[config.mk]
export PLATFORM = sky130hd
export DESIGN_NAME = pair_pwm_inv
export DESIGN_NICKNAME = d
export VERILOG_FILES = /design/src/rtl/pair_pwm_pkg.sv /design/src/rtl/pair_pwm_ctrl.sv /design/src/rtl/pair_pwm_dp.sv /design/src/rtl/pair_pwm_inv.sv
export SDC_FILE = /design/constraint.sdc
export NUM_CORES = 1
export LEC_CHECK = 0
export ABC_AREA = 0
export BUFFER_PORTS_ARGS = -buffer_cell sky130_fd_sc_hd__buf_2
export CAP_MARGIN = 20
export CORE_MARGIN = 8
export CORE_UTILIZATION = 37
export CTS_BUF_LIST = sky130_fd_sc_hd__clkbuf_2
export CTS_CLUSTER_SIZE = 14
export DETAILED_ROUTE_END_ITERATION = 12
export GPL_ROUTABILITY_DRIVEN = 0
export GPL_TIMING_DRIVEN = 0
export PLACE_DENSITY = 0.83
export SYNTH_ARGS = -nofsm -noshare
export SYNTH_HDL_FRONTEND = slang
export SYNTH_HIERARCHICAL = 1
export SYNTH_SLANG_ARGS = --single-unit
export TNS_END_PERCENT = 20
[constraint.sdc]
create_clock -name clk -period 1.8 [get_ports clk]
set_input_delay 0.54 -clock clk [delete_from_list [all_inputs] [get_ports clk]]
set_output_delay 0.54 -clock clk [all_outputs]
set_load 0.02 [all_outputs]
[src/rtl/pair_pwm_pkg.sv]
package pair_pwm_pkg;

  // Per-cycle strobes from control to datapath.
  typedef struct packed {
    logic evStart;  // counter sits at period start
    logic evLo;     // channel n compare hit
    logic evHi;     // channel n+1 compare hit
    logic invAct;   // active invert bit (registered)
    logic invEff;   // invert effective after this edge
  } pairStrb_t;

endpackage

[src/rtl/pair_pwm_ctrl.sv]
module pair_pwm_ctrl
  import pair_pwm_pkg::*;
#(
  parameter int CNT_W = 16
) (
  input  logic             clk,
  input  logic             rstN,
  input  logic [CNT_W-1:0] cntVal,
  input  logic [CNT_W-1:0] initVal,
  input  logic [CNT_W-1:0] cmpLo,
  input  logic [CNT_W-1:0] cmpHi,
  input  logic             enhEn,
  input  logic             quadOn,
  input  logic             dualCapOn,
  input  logic             combineOn,
  input  logic             complOn,
  input  logic             centerOn,
  input  logic             invWrEn,
  input  logic             invWrData,
  input  logic             syncPulse,
  output pairStrb_t        strb
);

  localparam int NUM_EV = 3;

  logic [NUM_EV-1:0][CNT_W-1:0] evRef;
  logic [NUM_EV-1:0]            evHit;
  logic invBuf, invAct, invActNext, gateOk;

  assign evRef[0] = initVal;
  assign evRef[1] = cmpLo;
  assign evRef[2] = cmpHi;

  for (genvar i = 0; i < NUM_EV; i++) begin : g_cmp
    assign evHit[i] = (cntVal == evRef[i]);
  end

  // Inversion is only honoured in plain combined complementary operation.
  assign gateOk = enhEn & ~quadOn & ~dualCapOn & combineOn & complOn & ~centerOn;

  always_comb begin
    invActNext = invAct;
    if (syncPulse) invActNext = invWrEn ? invWrData : invBuf;
  end

  always_ff @(posedge clk or negedge rstN) begin
    if (!rstN) begin
      invBuf <= 1'b0;
      invAct <= 1'b0;
    end else begin
      if (invWrEn) invBuf <= invWrData;
      invAct <= invActNext;
    end
  end

  always_comb begin
    strb.evStart = evHit[0];
    strb.evLo    = evHit[1];
    strb.evHi    = evHit[2];
    strb.invAct  = invAct;
    strb.invEff  = invActNext & gateOk;
  end

endmodule

[src/rtl/pair_pwm_dp.sv]
module pair_pwm_dp
  import pair_pwm_pkg::*;
(
  input  logic      clk,
  input  logic      rstN,
  input  pairStrb_t strb,
  input  logic      lowTrue,
  output logic      outN,
  output logic      outN1
);

  logic rawQ, rawNext, outNQ, running;

  // Base waveform (high-true, not inverted); later events win.
  always_comb begin
    rawNext = rawQ;
    if (strb.evHi)        rawNext = 1'b0;
    else if (strb.evLo)   rawNext = 1'b1;
    else if (strb.evStart) rawNext = 1'b0;
  end

  always_ff @(posedge clk or negedge rstN) begin
    if (!rstN) begin
      rawQ    <= 1'b0;
      outNQ   <= 1'b0;
      running <= 1'b0;
    end else begin
      rawQ    <= rawNext;
      outNQ   <= rawNext ^ lowTrue ^ strb.invEff;
      running <= 1'b1;
    end
  end

  // Until the first edge after reset both pins idle at the inactive level.
  assign outN  = running ? outNQ  : lowTrue;
  assign outN1 = running ? ~outNQ : lowTrue;

endmodule

[src/rtl/pair_pwm_inv.sv]
module pair_pwm_inv
  import pair_pwm_pkg::*;
#(
  parameter int CNT_W = 16
) (
  input  logic             clk,
  input  logic             rstN,
  input  logic [CNT_W-1:0] cntVal,
  input  logic [CNT_W-1:0] initVal,
  input  logic [CNT_W-1:0] cmpLo,
  input  logic [CNT_W-1:0] cmpHi,
  input  logic [1:0]       polSel,
  input  logic             enhEn,
  input  logic             quadOn,
  input  logic             dualCapOn,
  input  logic             combineOn,
  input  logic             complOn,
  input  logic             centerOn,
  input  logic             invWrEn,
  input  logic             invWrData,
  input  logic             syncPulse,
  output logic             outN,
  output logic             outN1
);

  pairStrb_t strb;
  logic lowTrue;
  logic unusedPolHi;

  assign lowTrue     = polSel[0];
  assign unusedPolHi = polSel[1];

  pair_pwm_ctrl #(.CNT_W(CNT_W)) u_ctrl (
    .clk(clk), .rstN(rstN), .cntVal(cntVal), .initVal(initVal),
    .cmpLo(cmpLo), .cmpHi(cmpHi), .enhEn(enhEn), .quadOn(quadOn),
    .dualCapOn(dualCapOn), .combineOn(combineOn), .complOn(complOn),
    .centerOn(centerOn), .invWrEn(invWrEn), .invWrData(invWrData),
    .syncPulse(syncPulse), .strb(strb)
  );

  pair_pwm_dp u_dp (
    .clk(clk), .rstN(rstN), .strb(strb), .lowTrue(lowTrue),
    .outN(outN), .outN1(outN1)
  );

endmodule

# Yosys cells after proc, flatten, opt, wreduce, memory -nomap -nowiden
# Index checks and enable logic that the tools add are counted.
dict set report word_totals {
  regBits 5
}
dict set report classes {
  eq_ne 3
  n_mux 7
  n_bitwise 12
}
# op n
set ops {}
lappend ops {{equality test 16 bit} 3}
lappend ops {{two-way mux 1 bit} 7}
lappend ops {{bitwise AND 1 bit} 6}
lappend ops {{NOT 1 bit} 4}
lappend ops {{XOR 1 bit} 2}

# Longest topological paths before layout
# Gate-level depths: netlist of the first run.
dict set report depth {
  depth_word 8
  depth_mapped 6
  ltp_nobuf 6
}

# By module
# The synthesis of the first run kept the hierarchy.
# module area_per_inst_um2 seq_area_each_um2 instances cells_per_inst
set modules_own_cells {}
lappend modules_own_cells {pair_pwm_ctrl 634.4 50.0 1 70}
lappend modules_own_cells {pair_pwm_dp 150.1 75.1 1 12}

# Worst setup path after synthesis of the first run
# No wires, ideal clock.
dict set report synth_path {
  path_kind {input to register}
  start {in invWrEn}
  end {reg u_dp.outNQ}
  stages 5
  required_time_ns 1.677
  arrival_time_ns 1.448
  setup_time_ns 0.123
  slack_ns 0.229
  path_buffers 0
  path_cell_list {mux2_4 mux2_4 nor4b_4 xnor2_1 xnor2_1}
}
# element line_no
set synth_lines {}
lappend synth_lines {{start: declaration} pair_pwm_inv.sv:19} ;# input logic invWrEn,
lappend synth_lines {{end signal: assignment} pair_pwm_dp.sv:29} ;# outNQ <= rawNext ^ lowTrue ^ strb.invEff;
lappend synth_lines {{end: declaration} pair_pwm_dp.sv:12} ;# logic rawQ, rawNext, outNQ, running;

# Worst setup path after layout of the first run
dict set report layout_path {
  start {reg u_dp.running}
  end {out outN}
}
dict set report layout_via {
  elab_chain_len 1
}
# element line_no
set layout_rtl {}
lappend layout_rtl {{start: declaration} pair_pwm_dp.sv:12}
lappend layout_rtl {{start signal: assignment} pair_pwm_dp.sv:26} ;# running <= 1'b0;
lappend layout_rtl {{start signal: assignment} pair_pwm_dp.sv:30} ;# running <= 1'b1;
lappend layout_rtl {{two-way mux 1 bit} pair_pwm_dp.sv:35} ;# assign outN = running ? outNQ : lowTrue;
lappend layout_rtl {{end: declaration} pair_pwm_inv.sv:22} ;# output logic outN,
# Every way passes these cells.

==> results of run 1 <==
## how the worst max path moves through the flow
stage and end:
2_1_floorplan u_dp/outNQ, 3_3_place_gp u_dp/outNQ, 3_5_place_dp u_dp/outNQ, 4_1_cts outN
5_1_grt u_dp/outNQ, 6_report outN
## power by group
part	internal, mW	switching [mW]	leakage, nW
clock network	0.0588	0.0484	0.0166
registers	0.121	0.00357	0.0607
logic	0.150	0.105	0.452
## registers in the layout (all words and copies together), names as in the netlist
signal and count:
u_dp/rawQ 1, u_ctrl/invBuf 1, u_dp/outNQ 1, u_ctrl/invAct 1
u_dp/running 1
## per-stage QoR
stage / setup slack [ns] / cells / cell area (um2) / power (mW)
global route: 0.0873 / 189 / 1220 / 0.519
global placement: 0.0336 / 185 / 1200 / 0.373
detailed placement: -0.00361 / 185 / 1200 / 0.383
finish: 0.179 / 189 / 1220 / 0.487
floorplan: 0.229 / 81 / 777 / 0.252
CTS: 0.172 / 189 / 1220 / 0.495
## cell type report
| class | count | area [um2] | share of cell area |
|---|---|---|---|
| flip-flops and latches | 5 | 125 | 0.103 |
| repair buffers | 77 | 385 | 0.317 |
| clock buffers | 4 | 20.0 | 0.0165 |
| inverters | 1 | 3.75 | 0.00309 |
| multi-input cells | 75 | 648 | 0.533 |
| well taps | 27 | 33.8 | 0.0278 |
## placed cells by master, fill, tap and decap left out
cell	n
mux2_4	2
clkbuf_2	4
xnor2_1	50
nand4_1	12
a21oi_4	1
nand4b_1	1
a21oi_1	1
mux2_2	1
dfrtp_1	5
nor2_1	1
inv_1	1
nor4_1	3
nor4b_4	1
conb_1	1
buf_2	77
nand2b_4	1
## per-layer routing
| layer | share of wire | vias up | global-route usage |
|---|---|---|---|
| li1 | - | 443 | - |
| met4 | 0.020 | 0 | 0.0487 |
| met5 | 0 | - | 0 |
| met2 | 0.51 | 55 | 0.279 |
| met3 | 0.11 | 6 | 0.0514 |
| met1 | 0.35 | 376 | 0.136 |
## critical path: stages, from the launching register on
cell and delay (ns):
dfrtp_1 0.37, mux2_2 0.34, buf_2 0.16
==> summary.md, run 1 <==
| Metric | Value |
|---|---|
| Drt initial violations | `12` |
| CTS H-tree lvls | `1` |
| Slew margin rel. | `0.668` |
| TritonCTS buffer count | `3` |
| Clk root buf | `clkbuf_2` |
| CP Data Required Time | `1.26 ns` |
| Core area | `0.00198 mm2` |
| Cell Pwr Density | `400 mW/mm2` |
| CTS tree | `done` |
| Clk sinks | `5` |
| Synthesized area per cell | `9.59 um2` |
| Number of setup buffers added after CTS | `0` |
| Endpoint class of the critical path | `output port` |
| Hold slack | `0.114 ns` |
| Boundary Pins | `79` |
| Initial Util | `0.392` |
| Post-layout min period | `1.62 ns` |
| Fin. Hold Viols | `0` |
| Setup CP Type | `reg2out` |
| Vias | `880` |
| Congestion Overflow GR | `0` |
| HP Class | `in2async` |
| Fin nets | `240` |
| CTS resizes | `0` |
| Die area | `0.00382 mm2` |
| Setup tns final | `0 ns` |
| Initial antenna violation count | `0` |
| DR pass1 iterations | `4` |
| Ant. Diodes | `0` |
| Status | `complete, no violations` |
| Routed WL | `2.63 mm` |
| Syn nets | `158` |
| Gate Count Post-Synth | `81` |
| Avg WL per Cell | `13.9 um` |
| # DRC | `0` |
| Ys Warns | `6` |
| Die W | `61.8 um` |
| CP max FO | `3` |
| Final Cycle Share | `0.900` |
| Post-DP HPWL | `2.49 mm` |
| CTS Buffer Depth | `2` |
| Achievable Freq | `617 MHz` |
| Slew Viols, Final | `0` |
| Max IR drop VDD | `0.199 mV` |
| MaxCap Viol Count | `0` |
| Reg-to-reg slack, setup | `0.35 ns` |
| Clock Latency Late Sink | `0.22 ns` |
| Arrival @ worst endpoint | `1.08 ns` |
| Vias per cell | `4.66` |
| Crit. Startpoint | `u_dp/running` |
| Clk_skew | `0.00455 ns` |
| Reg-to-reg critical path startpoint | `u_ctrl/invBuf` |
| Clock transition at path regs | `0.06 ns` |
| Row count | `16` |
| Post-DRT Antenna Nets | `0` |
| Port-buffer cells | `77` |
| Worst-Margin Slew | `0.493 ns` |
| Share of cells above drive strength 1 | `0.537` |
| Layout area overhead | `56.5%` |
| Worst r2r dst | `u_dp/outNQ` |
| Synthesized area | `777 um2` |
| Kind of start point of the critical path | `flip-flop` |
| Final-layout fill cell count | `178` |
| First-pass GRT wire length | `4.17 mm` |
| RSZ-0062 raised after global routing | `false` |
| Finish-stage setup viols | `0` |
| Die span in y | `61.8 um` |
| Vias in the first global route | `1048` |
| Finished Core Util | `0.614` |
| Leak pwr | `0.530 nW` |
| GRT Resource Usage Total | `0.144` |
| Cts hold-fix bufs | `0` |
| Worst Reg2Reg Path Length in Cells | `5` |
| Largest net degree at the start of global routing | `6` |
Power figures use the tool's default switching activity.
==> run 2, diff against run 1 <==
==> constraint.sdc (replaced) <==
create_clock -name clk -period 1.8 [get_ports clk]
set_input_delay 0.54 -clock clk [delete_from_list [all_inputs] [get_ports clk]]
set_output_delay 0.54 -clock clk [all_outputs]
set_load 0.05 [all_outputs]
==> summary.md, run 2 (synthesis results as in run 1) <==
| Metric | Value |
|---|---|
| Status | `complete, no violations` |
| Clk sinks | `5 (unchanged)` |
| Congestion Overflow GR | `0 (unchanged)` |
| Combinational share of power | `0.540 (+0.015)` |
| Initial antenna violation count | `0 (unchanged)` |
| Largest net degree at the start of global routing | `6 (unchanged)` |
| Finish-stage setup viols | `0 (unchanged)` |
| Drt initial violations | `12 (unchanged)` |
| Switching pwr | `167 uW (+6.3%)` |
| CTS H-tree lvls | `1 (unchanged)` |
| Sequential share of power | `0.254 (about the same)` |
| Achievable Freq | `585 MHz (-5.2%)` |
| Routed WL | `2.52 mm (-4.3%)` |
| Commonest non-fill, non-tap cells in the layout | `buf_2, xnor2_1, nand4_1` |
| Worst Reg2Reg Path Length in Cells | `5 (unchanged)` |
| Setup tns final | `0 ns (unchanged)` |
| Avg WL per Cell | `13.3 um (-4.3%)` |
| TritonCTS buffer count | `3 (unchanged)` |
| Slew Viols, Final | `0 (unchanged)` |
| Kind of start point of the critical path | `flip-flop` |
| First-pass GRT wire length | `3.84 mm (-7.9%)` |
| CP Data Required Time | `1.26 ns (about the same)` |
| Port-buffer cells | `77 (unchanged)` |
| Max IR drop VDD | `0.198 mV (-0.47%)` |
| Boundary Pins | `79 (unchanged)` |
| Commonest non-fill, non-tap cell in the layout | `buf_2` |
| Vias per cell | `4.56 (-2.0%)` |
| Post-DRT Antenna Nets | `0 (unchanged)` |
| Total power | `488 uW (+0.31%)` |
| Vias | `862 (-2.0%)` |
| Register area | `125 um2 (unchanged)` |
| Arrival @ worst endpoint | `1.17 ns (+0.09 ns)` |
| Leak pwr | `0.530 nW (about the same)` |
| Die W | `61.8 um (unchanged)` |
| Clock Power Share | `0.206 (-0.014)` |
| Cts hold-fix bufs | `0 (unchanged)` |
| HP Class | `in2async` |
| CP max FO | `3 (unchanged)` |
| DR pass1 iterations | `4 (unchanged)` |
| RSZ-0062 raised after global routing | `false` |
| Vias in the first global route | `986 (-5.9%)` |
| Initial Util | `0.392 (unchanged)` |
| Core area | `0.00198 mm2 (unchanged)` |
| GRT Resource Usage Total | `0.132 (-0.0121)` |
| Row count | `16 (unchanged)` |
| Post-DP HPWL | `2.38 mm (-4.5%)` |
| Number of setup buffers added after CTS | `0 (unchanged)` |
| Clk root buf | `clkbuf_2` |
| # DRC | `0 (unchanged)` |
| Setup CP Type | `reg2out` |
| Cell Pwr Density | `400 mW/mm2 (about the same)` |
| CTS resizes | `0 (unchanged)` |
| MaxCap Viol Count | `0 (unchanged)` |
| Switching share of total power | `0.342 (+0.0192)` |
| Area of the multi-input gates | `652 um2 (+0.58%)` |
| Finished Layout Cells | `189 (unchanged)` |
| Fin nets | `240 (unchanged)` |
| Final Cycle Share | `0.950 (+0.0492)` |
| Clock transition at path regs | `0.06 ns (about the same)` |
| Die area | `0.00382 mm2 (unchanged)` |
| Post-layout min period | `1.71 ns (+0.0886 ns)` |
| Die span in y | `61.8 um (unchanged)` |
| Ant. Diodes | `0 (unchanged)` |
| Share of cells above drive strength 1 | `0.543 (+0.00617)` |
| Clock Latency Late Sink | `0.22 ns (about the same)` |
| Fin. Hold Viols | `0 (unchanged)` |
| CTS Buffer Depth | `2 (unchanged)` |
| Endpoint class of the critical path | `output port` |
| Layout area overhead | `57.0%` |
| CTS tree | `done` |
| Internal power | `321 uW (-2.5%)` |
| Clk_skew | `0.00160 ns (-0.00294 ns)` |
| Placed Cells | `185 (unchanged)` |
| Final-layout fill cell count | `167 (-6.2%)` |
-- run 2: cell types whose count changed in the layout (fill, tap and decap cells not counted) --
cell,before,now
a21oi_1,1,0
a21oi_2,0,1
clkbuf_2,4,3
clkinv_2,0,1
-- run 2: power by group through the flow --
stage          registers [mW]  logic [mW]  clock network [mW]
2_1_floorplan           0.125       0.136                   0
3_3_place_gp            0.126       0.257                   0
3_5_place_dp            0.126       0.265                   0
4_1_cts                 0.124       0.267               0.108
5_1_grt                 0.124       0.286               0.115
6_report                0.124       0.264               0.101
-- run 2: final timing paths --
check / to / startpoint / slack (ns)
worst max-delay path: outN / u_dp/running / 0.09
worst min-delay path: u_dp/outNQ / rstN / 0.12
worst max register to register: u_dp/outNQ / u_ctrl/invBuf / 0.39
worst min register to register: u_ctrl/invBuf / u_ctrl/invBuf / 0.50
max in group asynchronous: u_ctrl/invBuf / rstN / 1.56
min in group clk: u_ctrl/invBuf / u_ctrl/invBuf / 0.50
-- run 2: per-stage QoR --
step	worst slack (ns)	utilization	hold WS, ns	area (um2)
after floorplan	0.229	-	0.244	781
after global placement	0.0273	0.605	0.353	1200
after detailed placement	0.0338	0.605	0.360	1200
after CTS	0.0700	0.616	0.103	1220
after global routing	0.0393	0.616	0.101	1220
final	0.0908	0.616	0.118	1220
-- run 2: layout make-up --
cell class | count | area share
clock inverter | 1 | 0.00410
inverter | 1 | 0.00308
tap | 27 | 0.0277
timing repair buffer | 77 | 0.316
clock buffer | 3 | 0.0123
sequential | 5 | 0.103
multi-input combinational | 75 | 0.534
-- run 2: worst max-delay path: stages, from the launching register on --
cell and delay, ns:
dfrtp_1 0.39, mux2_2 0.35, buf_2 0.21
-- run 2: metal layers --
layer  wire [um]  track usage  share of wire
met1         956        0.134           0.38
met2        1290        0.248           0.51
met3         243       0.0432          0.096
met4          27       0.0422          0.011
met5           0            0              0
==> run 3, diff against run 2 <==
--- a/config.mk
+++ b/config.mk
@@ -8,6 +8,7 @@
 export ABC_AREA = 0
 export BUFFER_PORTS_ARGS = -buffer_cell sky130_fd_sc_hd__buf_2
 export CAP_MARGIN = 20
+export CORE_ASPECT_RATIO = 0.75
 export CORE_MARGIN = 8
 export CORE_UTILIZATION = 37
 export CTS_BUF_LIST = sky130_fd_sc_hd__clkbuf_2
==> summary.md, run 3 (synthesis results as in run 1) <==
| Metric | Value |
|---|---|
| Combinational share of power | `0.539 (about the same)` |
| Routed WL | `2.63 mm (+4.5%)` |
| Setup tns final | `0 ns (unchanged)` |
| # DRC | `0 (unchanged)` |
| Clock transition at path regs | `0.05 ns (about the same)` |
| Clk_skew | `0.00140 ns (-0.000203 ns)` |
| Leak pwr | `0.530 nW (about the same)` |
| Die W | `68.9 um (+11%)` |
| GRT Resource Usage Total | `0.141 (+0.00890)` |
| Worst path cell trace | `mux2_2 -> buf_2` |
| Fin. Hold Viols | `0 (unchanged)` |
| Vias | `849 (-1.5%)` |
| Initial antenna violation count | `0 (unchanged)` |
| Largest net degree at the start of global routing | `6 (unchanged)` |
| Switching share of total power | `0.328 (-0.0140)` |
| Row count | `14 (-2)` |
| Boundary Pins | `79 (unchanged)` |
| Slowest-stage cell, CP | `dfrtp_1` |
| Initial Util | `0.389 (-0.00295)` |
| First-pass GRT wire length | `4.33 mm (+13%)` |
| Fin nets | `240 (unchanged)` |
| Sequential share of power | `0.254 (about the same)` |
| Drt initial violations | `9 (-3)` |
| RSZ-0062 raised after global routing | `false` |
| Clock Latency Late Sink | `0.21 ns (about the same)` |
| Die area | `0.00384 mm2 (+0.40%)` |
| HP Class | `in2async` |
| Switching pwr | `161 uW (-3.5%)` |
| CP Data Required Time | `1.26 ns (about the same)` |
| Post-DRT Antenna Nets | `0 (unchanged)` |
| Clk root buf | `clkbuf_2` |
| Hold slack | `0.131 ns (+0.0134 ns)` |
| CTS H-tree lvls | `1 (unchanged)` |
| CP max FO | `3 (unchanged)` |
| Ant. Diodes | `0 (unchanged)` |
| Port-buffer cells | `77 (unchanged)` |
| Number of setup buffers added after CTS | `0 (unchanged)` |
| Post-layout min period | `1.71 ns (+0.00310 ns)` |
| Commonest non-fill, non-tap cell in the layout | `buf_2` |
| Achievable Freq | `584 MHz (-0.18%)` |
| Endpoint class of the critical path | `output port` |
| Congestion Overflow GR | `0 (unchanged)` |
| Vias per cell | `4.56 (about the same)` |
| Commonest non-fill, non-tap cells in the layout | `buf_2, xnor2_1, nand4_1` |
| Slew Viols, Final | `0 (unchanged)` |
| Vias in the first global route | `1061 (+7.6%)` |
| Crit-path max cell delay | `0.40 ns (about the same)` |
| Post-DP HPWL | `2.49 mm (+5.0%)` |
| DR pass1 iterations | `3 (-1)` |
| TritonCTS buffer count | `3 (unchanged)` |
| Die span in y | `55.7 um (-9.9%)` |
| Final Cycle Share | `0.951 (+0.00172)` |
| Internal power | `330 uW (+2.8%)` |
| CTS resizes | `0 (unchanged)` |
| Status | `complete, no violations` |
| Avg WL per Cell | `14.2 um (+6.2%)` |
| Layout area overhead | `56.5%` |
| Arrival @ worst endpoint | `1.17 ns (about the same)` |
| Clock Power Share | `0.207 (about the same)` |
| Setup CP Type | `reg2out` |
| Kind of start point of the critical path | `flip-flop` |
| Finish-stage setup viols | `0 (unchanged)` |
| CTS tree | `done` |
| Reg-to-reg slack, setup | `0.36 ns (-0.03 ns)` |
| Clk sinks | `5 (unchanged)` |
| Core area | `0.00200 mm2 (+0.76%)` |
| MaxCap Viol Count | `0 (unchanged)` |
| Max IR drop VDD | `0.246 mV (+24%)` |
| Cts hold-fix bufs | `0 (unchanged)` |
| Share of cells above drive strength 1 | `0.543 (unchanged)` |
| Finished Core Util | `0.609 (-0.00651)` |
| CTS Buffer Depth | `2 (unchanged)` |
| Final-layout fill cell count | `191 (+14%)` |
| Cell Pwr Density | `404 mW/mm2 (+0.93%)` |
| Slew margin rel. | `0.655` |
| Worst-Margin Slew | `0.513 ns` |
[run 3: changes by cell type in the layout (fill, tap and decap cells not counted)]
cell / delta
clkinv_2: -1
clkbuf_2: +1
[run 3: final cells by class]
cell class	instances	area, um2	share of cell area
tap	24	30.0	0.0247
multi-input combinational	75	652	0.536
clock buffer	4	20.0	0.0165
sequential	5	125	0.103
inverter	1	3.75	0.00309
timing repair buffer	77	385	0.317
[run 3: routing by layer]
| layer | vias up | part of all wire | global-route usage |
|---|---|---|---|
| met4 | 0 | 0 | 0.0429 |
| met2 | 41 | 0.51 | 0.252 |
| li1 | 443 | - | - |
| met1 | 365 | 0.38 | 0.151 |
| met3 | 0 | 0.11 | 0.0423 |
| met5 | - | 0 | 0 |
[run 3: power by group through the flow]
stage | clock network, mW | logic, mW | registers [mW]
finish | 0.102 | 0.265 | 0.125
CTS | 0.107 | 0.269 | 0.125
global route | 0.114 | 0.291 | 0.125
global placement | 0 | 0.258 | 0.125
detailed placement | 0 | 0.267 | 0.127
floorplan | 0 | 0.136 | 0.125
[run 3: final timing paths]
kind,from,endpoint,depth (start not counted)
min in group clk,u_ctrl/invAct,u_ctrl/invAct,1
setup reg to reg,u_ctrl/invBuf,u_dp/outNQ,5
hold reg to reg,u_ctrl/invAct,u_ctrl/invAct,1
setup / recovery,u_dp/running,outN,2
max in group asynchronous,rstN,u_dp/running,1
hold / removal,rstN,u_ctrl/invBuf,1
[run 3: worst max-delay path: cells and delay by family (launching register included)]
kind | cells | cell delay [ns]
DFF | 1 | 0.40
muxes | 1 | 0.35
buffers and inverters | 1 | 0.21
[run 3: stage by stage]
stage	total power [mW]	instance area [um2]	worst slack, ns	std cells
after detailed placement	0.394	1200	0.00222	182
after global routing	0.530	1220	0.0326	186
after CTS	0.501	1220	0.0771	186
final	0.491	1220	0.0877	186
after floorplan	0.261	781	0.229	81
after global placement	0.383	1200	0.0288	182
